## config.mk

```make
export PLATFORM = sky130hd
export DESIGN_NAME = uart_dma_req_gen
export DESIGN_NICKNAME = d
export VERILOG_FILES = /design/src/rtl/uart_dma_pkg.sv /design/src/rtl/rx_trig_cmp.sv /design/src/rtl/rx_char_timer.sv /design/src/rtl/tx_space_detect.sv /design/src/rtl/dma_req_hold.sv /design/src/rtl/uart_dma_req_gen.sv
export SDC_FILE = /design/constraint.sdc
export NUM_CORES = 1
export LEC_CHECK = 0
export CORE_AREA = 2 2 53 55
export DETAILED_ROUTE_END_ITERATION = 7
export DIE_AREA = 0 0 55 57
export DONT_BUFFER_PORTS = 1
export SETUP_SLACK_MARGIN = 0.2
export SLEW_MARGIN = 20
export SYNTH_ARGS = -nofsm -noshare
export SYNTH_HDL_FRONTEND = slang
export SYNTH_SLANG_ARGS = --single-unit
```

## constraint.sdc

```tcl
create_clock -name clk -period 3.1 [get_ports clk]
set_clock_uncertainty 0.1 [all_clocks]
set_input_delay 0.62 -clock clk [delete_from_list [all_inputs] [get_ports clk]]
set_output_delay 0.62 -clock clk [all_outputs]
set_load 0.1 [all_outputs]
```

## src/rtl/uart_dma_pkg.sv

```systemverilog
// Package: shared sizing defaults and the trigger threshold rule.
package uart_dma_pkg;

    localparam int DEF_FIFO_DEPTH = 16;
    localparam int DEF_CHAR_W     = 4;
    localparam int DEF_TO_CHARS   = 4;
    localparam int TRIG_SELS      = 4;

    // Threshold for trigger select `sel` in a FIFO of `depth` entries.
    function automatic int trig_threshold(input int depth, input int sel);
        case (sel)
            0:       return 1;
            1:       return depth / 4;
            2:       return depth / 2;
            default: return depth - 2;
        endcase
    endfunction

    // Index of each request channel in the request vectors.
    typedef enum int {
        CH_RX = 0,
        CH_TX = 1
    } dma_ch_e;

    localparam int NUM_CH = 2;

endpackage

```

## src/rtl/rx_trig_cmp.sv

```systemverilog
// Receive trigger comparator.
// Decodes the trigger select into a FIFO threshold and flags when the
// receive occupancy is at or above it. Pure combinational logic.
// Assumes rx_level never exceeds FIFO_DEPTH.
module rx_trig_cmp #(
    parameter int FIFO_DEPTH = 16,
    parameter int LVL_W      = 5,
    parameter int SEL_W      = 2
) (
    input  logic [SEL_W-1:0] trig_sel,
    input  logic [LVL_W-1:0] level,
    output logic             at_trig
);
    localparam int NSEL = 2 ** SEL_W;

    logic [LVL_W-1:0] thr_tab [NSEL];

    // Build the threshold table from the package rule.
    for (genvar gi = 0; gi < NSEL; gi++) begin : g_thr
        assign thr_tab[gi] = LVL_W'(uart_dma_pkg::trig_threshold(FIFO_DEPTH, gi));
    end

    // Compare the occupancy with the selected threshold.
    always_comb begin
        at_trig = (level >= thr_tab[trig_sel]);
    end

endmodule

```

## src/rtl/rx_char_timer.sv

```systemverilog
// Receive character time-out timer.
// Counts bit ticks while the receive FIFO holds data and sees no write or
// read. After TO_CHARS character times it raises a flag. The flag holds
// until the next FIFO activity or until the FIFO empties.
// Assumes char_bits is non-zero; a zero value behaves as a one-tick limit.
module rx_char_timer #(
    parameter int LVL_W    = 5,
    parameter int CHAR_W   = 4,
    parameter int TO_CHARS = 4
) (
    input  logic              clk,
    input  logic              rst_n,
    input  logic [LVL_W-1:0]  level,
    input  logic              push,
    input  logic              pop,
    input  logic              bit_tick,
    input  logic [CHAR_W-1:0] char_bits,
    output logic              timeout
);
    localparam int CNT_W = CHAR_W + $clog2(TO_CHARS + 1);

    logic [CNT_W-1:0] tick_cnt;
    logic [CNT_W-1:0] limit;
    logic [CNT_W-1:0] last_cnt;
    logic             restart;
    logic             flag_q;

    // Time-out length in bit ticks and the count value that completes it.
    always_comb begin
        limit    = CNT_W'(char_bits) * CNT_W'(TO_CHARS);
        last_cnt = (limit == '0) ? '0 : limit - CNT_W'(1);
        restart  = (level == '0) || push || pop;
    end

    // Tick counter and sticky time-out flag.
    always_ff @(posedge clk) begin
        if (!rst_n) begin
            tick_cnt <= '0;
            flag_q   <= 1'b0;
        end else if (restart) begin
            tick_cnt <= '0;
            flag_q   <= 1'b0;
        end else if (bit_tick && !flag_q) begin
            if (tick_cnt >= last_cnt) begin
                tick_cnt <= '0;
                flag_q   <= 1'b1;
            end else begin
                tick_cnt <= tick_cnt + CNT_W'(1);
            end
        end
    end

    assign timeout = flag_q;

    p_empty_idle_r8: assert property (@(posedge clk) disable iff (!rst_n)
        (level == '0) |=> !timeout);

    p_activity_restart_r8: assert property (@(posedge clk) disable iff (!rst_n)
        (push || pop) |=> !timeout);

    p_count_bounded_r2: assert property (@(posedge clk) disable iff (!rst_n)
        (tick_cnt <= last_cnt));

endmodule

```

## src/rtl/tx_space_detect.sv

```systemverilog
// Transmit space detector.
// Registers the transmit full flag and reports the cycle in which it is
// sampled low right after being sampled high (full to not-full).
// Assumes tx_full is synchronous to clk.
module tx_space_detect (
    input  logic clk,
    input  logic rst_n,
    input  logic tx_full,
    output logic space_evt
);
    logic full_q;

    // Remember last cycle's full flag.
    always_ff @(posedge clk) begin
        if (!rst_n) begin
            full_q <= 1'b0;
        end else begin
            full_q <= tx_full;
        end
    end

    // Transition from full to not-full.
    always_comb begin
        space_evt = full_q && !tx_full;
    end

    p_evt_not_full_r6: assert property (@(posedge clk) disable iff (!rst_n)
        space_evt |-> !tx_full);

endmodule

```

## src/rtl/dma_req_hold.sv

```systemverilog
// Sticky DMA request flop.
// Raises the request when its set condition is seen with the channel enabled.
// Holds it until the controller clears it; set wins over a simultaneous
// clear. A low enable drops the request and discards it.
module dma_req_hold (
    input  logic clk,
    input  logic rst_n,
    input  logic enable,
    input  logic set,
    input  logic clr,
    output logic req
);
    logic req_q;

    // Request state: set-dominant, cleared by controller, killed by disable.
    always_ff @(posedge clk) begin
        if (!rst_n) begin
            req_q <= 1'b0;
        end else if (!enable) begin
            req_q <= 1'b0;
        end else if (set) begin
            req_q <= 1'b1;
        end else if (clr) begin
            req_q <= 1'b0;
        end
    end

    assign req = req_q;

    p_hold_until_clear_r4: assert property (@(posedge clk) disable iff (!rst_n)
        (enable && req && !clr) |=> req);

    p_set_beats_clear_r5: assert property (@(posedge clk) disable iff (!rst_n)
        (enable && set && clr) |=> req);

    p_clear_drops_r4: assert property (@(posedge clk) disable iff (!rst_n)
        (enable && clr && !set) |=> !req);

    p_disable_low_r9: assert property (@(posedge clk) disable iff (!rst_n)
        !enable |=> !req);

endmodule

```

## src/rtl/uart_dma_req_gen.sv

```systemverilog
// UART FIFO DMA request generator (top).
// Combines the receive trigger comparator, the character time-out timer and
// the transmit space detector. Each resulting raise condition feeds its own
// sticky request flop.
// Assumes all inputs are synchronous to clk and clears are single strobes
// from the DMA controller.
module uart_dma_req_gen #(
    parameter int FIFO_DEPTH = uart_dma_pkg::DEF_FIFO_DEPTH,
    parameter int CHAR_W     = uart_dma_pkg::DEF_CHAR_W,
    parameter int TO_CHARS   = uart_dma_pkg::DEF_TO_CHARS,
    localparam int LVL_W     = $clog2(FIFO_DEPTH + 1),
    localparam int SEL_W     = $clog2(uart_dma_pkg::TRIG_SELS)
) (
    input  logic              clk,
    input  logic              rst_n,
    input  logic              dma_en,
    input  logic [SEL_W-1:0]  rx_trig_sel,
    input  logic [LVL_W-1:0]  rx_level,
    input  logic              rx_push,
    input  logic              rx_pop,
    input  logic              bit_tick,
    input  logic [CHAR_W-1:0] char_bits,
    input  logic              tx_full,
    input  logic              rx_clr,
    input  logic              tx_clr,
    output logic              rx_req,
    output logic              tx_req,
    output logic              rx_timeout
);
    import uart_dma_pkg::*;

    logic              rx_at_trig;
    logic              to_flag;
    logic              tx_space;
    logic [NUM_CH-1:0] set_vec;
    logic [NUM_CH-1:0] clr_vec;
    logic [NUM_CH-1:0] req_vec;

    rx_trig_cmp #(
        .FIFO_DEPTH (FIFO_DEPTH),
        .LVL_W      (LVL_W),
        .SEL_W      (SEL_W)
    ) u_trig (
        .trig_sel (rx_trig_sel),
        .level    (rx_level),
        .at_trig  (rx_at_trig)
    );

    rx_char_timer #(
        .LVL_W    (LVL_W),
        .CHAR_W   (CHAR_W),
        .TO_CHARS (TO_CHARS)
    ) u_timer (
        .clk       (clk),
        .rst_n     (rst_n),
        .level     (rx_level),
        .push      (rx_push),
        .pop       (rx_pop),
        .bit_tick  (bit_tick),
        .char_bits (char_bits),
        .timeout   (to_flag)
    );

    tx_space_detect u_txdet (
        .clk       (clk),
        .rst_n     (rst_n),
        .tx_full   (tx_full),
        .space_evt (tx_space)
    );

    // Route each channel's raise condition and clear strobe.
    always_comb begin
        set_vec        = '0;
        clr_vec        = '0;
        set_vec[CH_RX] = rx_at_trig || to_flag;
        set_vec[CH_TX] = tx_space;
        clr_vec[CH_RX] = rx_clr;
        clr_vec[CH_TX] = tx_clr;
    end

    // One sticky request flop per channel.
    for (genvar gc = 0; gc < NUM_CH; gc++) begin : g_ch
        dma_req_hold u_hold (
            .clk    (clk),
            .rst_n  (rst_n),
            .enable (dma_en),
            .set    (set_vec[gc]),
            .clr    (clr_vec[gc]),
            .req    (req_vec[gc])
        );
    end

    assign rx_req     = req_vec[CH_RX];
    assign tx_req     = req_vec[CH_TX];
    assign rx_timeout = to_flag;

    p_trig_raises_r1: assert property (@(posedge clk) disable iff (!rst_n)
        (dma_en && rx_at_trig) |=> rx_req);

    p_timeout_raises_r3: assert property (@(posedge clk) disable iff (!rst_n)
        (dma_en && to_flag) |=> rx_req);

    p_tx_space_raises_r6: assert property (@(posedge clk) disable iff (!rst_n)
        (dma_en && tx_space) |=> tx_req);

    p_tx_quiet_r7: assert property (@(posedge clk) disable iff (!rst_n)
        (!tx_req && !tx_space) |=> !tx_req);

    p_both_low_disabled_r9: assert property (@(posedge clk) disable iff (!rst_n)
        !dma_en |=> (!rx_req && !tx_req));

endmodule

```

==> results.sh <==
export IMPL_ys_flop_type="dfxtp_1"
export IMPL_rows=19
export IMPL_drt_iter0_drc=6
export IMPL_hold_class="input pin to flip-flop"
export IMPL_r2r_slack_ns=1.15
export IMPL_cp_arrival_ns=2.34
export IMPL_synth_cell_types=30
export IMPL_htreeDepth=1
export IMPL_place_area_um2=912.1
export IMPL_synthCells=104
export IMPL_slew_violations=0
export IMPL_ioPinCount=23
export IMPL_holdBufCountCts=0
export IMPL_hpwl_um=1460
export IMPL_max_cap_viol_count=0
export IMPL_synth_top_area_frac=0.2543
export IMPL_yosys_top_cells_count="14 x ha_1, 12 x inv_1, 12 x nand2_1"
export IMPL_syn_area_per_cell_um2=8.325
export IMPL_areaGrowthSynthToFinish_pct=8.382
export IMPL_run_status="completed"
export IMPL_place_congestion=0.7405
export IMPL_rsz0062_at_grt="false"
export IMPL_synth_fp_nets=138
export IMPL_nNetsFinal=144
export IMPL_ys_seq_area_frac=0.2543
export IMPL_clock_latency_ns=0.27
export IMPL_finalSetupViolCount=0
export IMPL_post_place_cells=136
export IMPL_final_instance_count_excl_fill=140
export IMPL_crit_required_ns=3.19
export IMPL_cts_made_buffers=3
export IMPL_synth_area_leader_cell="dfxtp_1"
export IMPL_synthTopCellsByArea="dfxtp_1 25%, ha_1 20%, inv_1 5.2%, nand2_1 5.2%, a211oi_1 4.3%"
export IMPL_synth_edf_count=0
export IMPL_min_period_ns=2.255
export IMPL_antenna_found_initial=0
export IMPL_yosysWarnings=0
export IMPL_grt_pass1_wl_um=3098
export IMPL_clock_sinks=11
export IMPL_die_y_um=57
export IMPL_antenna_cells=0
export IMPL_r2r_start="u_timer.tick_cnt[0]$_SDFFE_PP0P_"
export IMPL_hold_end="u_txdet.full_q$_SDFF_PN0_"
export IMPL_critPathMaxFanout=5
export IMPL_cp_end_kind="flip-flop"
export IMPL_grt_overflow=0
export IMPL_worst_r2r_endpoint="u_timer.tick_cnt[2]$_SDFFE_PP0P_"
export IMPL_hold_start="tx_full"
export IMPL_cts_tree="yes"
export IMPL_grtUsageTotal=0.1337
export IMPL_postCtsSetupBuffers=0
export IMPL_path_clk_slew_ns=0.07
export IMPL_power_density_nw_per_um2=312.9
export IMPL_ff2ff_path_depth=6
export IMPL_async_reset_ff_frac=0
export IMPL_leakagePower_nw=0.3950
export IMPL_path_class="input pin to flip-flop"
export IMPL_grt_max_degree=9
export IMPL_peakVddDrop_uv=238.7
export IMPL_die_area_um2=3135
export IMPL_fin_crit_sh=0.7273
export IMPL_final_layout_size_suffix_gt1_frac=0.07339
export IMPL_final_hold_viol_count=0
export IMPL_power_w=0.0002936
export IMPL_grt_pass1_vias=776
export IMPL_viasPerCell=5.357
export IMPL_io_buffer_count=0
export IMPL_core_um2=2615
export IMPL_wl_per_cell_um=12.35
export IMPL_via_count=750
export IMPL_ant_nets=0
export IMPL_max_slew_margin_rel=0.3518
export IMPL_dieWidth_um=55
export IMPL_tightest_slew_ns=0.9710
export IMPL_final_setup_tns_ns=0
export IMPL_fmax_mhz=443.5
export IMPL_crit_path_start="char_bits[1]"
export IMPL_netlist_area_um2=865.8
export IMPL_drc=0
export IMPL_ys_seq_elements=11
export IMPL_cts_path_max_buffers=2
export IMPL_start_util=0.3311
export IMPL_routed_wl_um=1729
export IMPL_synth_most_common_cell="ha_1"
export IMPL_dr_pass1_iters=4
export IMPL_critPathLaunchType="input pin"
export IMPL_nFillCells=288
export IMPL_holdPathStages=1
export IMPL_cts_resized=0
export IMPL_final_area_um2=938.4
export IMPL_cts_root_buf="clkbuf_4"
metal layers:
metal | vias up | share of wire | GRT usage
met1 | 340 | 0.44 | 0.1653
met3 | 5 | 0.065 | 0.03141
met2 | 27 | 0.47 | 0.2109
li1 | 378 | - | -
met4 | 0 | 0.024 | 0.06969
met5 | - | 0 | 0
worst max path at each step:
| stage | to | slack [ns] |
|---|---|---|
| detailed placement | u_timer.tick_cnt[2]$_SDFFE_PP0P_ | 0.55 |
| global route | u_timer.tick_cnt[2]$_SDFFE_PP0P_ | 0.68 |
| CTS | u_timer.tick_cnt[2]$_SDFFE_PP0P_ | 0.84 |
| finish | u_timer.tick_cnt[2]$_SDFFE_PP0P_ | 0.85 |
| global placement | u_timer.tick_cnt[4]$_SDFFE_PP0P_ | 0.64 |
| floorplan | u_timer.tick_cnt[2]$_SDFFE_PP0P_ | 0.76 |
power by group:
part | internal (W) | switching [W]
combinational | 0.0000177 | 0.0000233
clock | 0.0000499 | 0.0000492
sequential | 0.000144 | 0.0000100
total | 0.000211 | 0.0000825
placed cells by master, fill, tap and decap left out, types with 3 or more instances in the layout:
cell,count
ha_1,14
nand2_1,12
inv_1,12
dfxtp_1,11
nor2_1,9
nor3_1,5
a211oi_1,5
a21oi_1,4
xnor2_1,4
clkbuf_4,3
through the flow:
stage / util / setup slack (ns) / hold WS, ns
final: 0.3589 / 0.8452 / 0.3694
after floorplan: - / 0.7599 / 0.3654
after CTS: 0.3589 / 0.8410 / 0.3567
after global routing: 0.3589 / 0.6768 / 0.3565
after global placement: 0.3488 / 0.6372 / 0.4067
after detailed placement: 0.3488 / 0.5536 / 0.3984
area by class of cell:
cell class / count / area [um^2] / area share
Sequential cell: 11 / 220.2 / 0.2347
Multi-Input combinational cell: 81 / 600.6 / 0.6400
Inverter: 12 / 45.04 / 0.04800
Tap cell: 31 / 38.79 / 0.04133
Timing Repair Buffer: 1 / 7.507 / 0.008000
Clock buffer: 4 / 26.28 / 0.02800
critical path, stage by stage:
cell and delay (ns):
or3_1 0.38, nor3_1 0.15, a21oi_1 0.07, ha_1 0.29
a21o_1 0.19, a21oi_2 0.23, o31ai_2 0.16, a211oi_1 0.25
cell families after synthesis:
logic type | Yosys count | synth area share
fa+ha+maj | 14 | 0.2023
flops | 11 | 0.2543
buf+inv | 12 | 0.05202
simple gates | 39 | 0.2225
compound gates | 22 | 0.2081
xor+xnor | 6 | 0.06069
flip-flops by register name (all words and copies together) (netlist names):
signal	flops
u_timer.tick_cnt	7
g_ch.u_hold.req	2
u_timer.timeout	1
u_txdet.full_q	1
(Power assumes the default switching activity.)
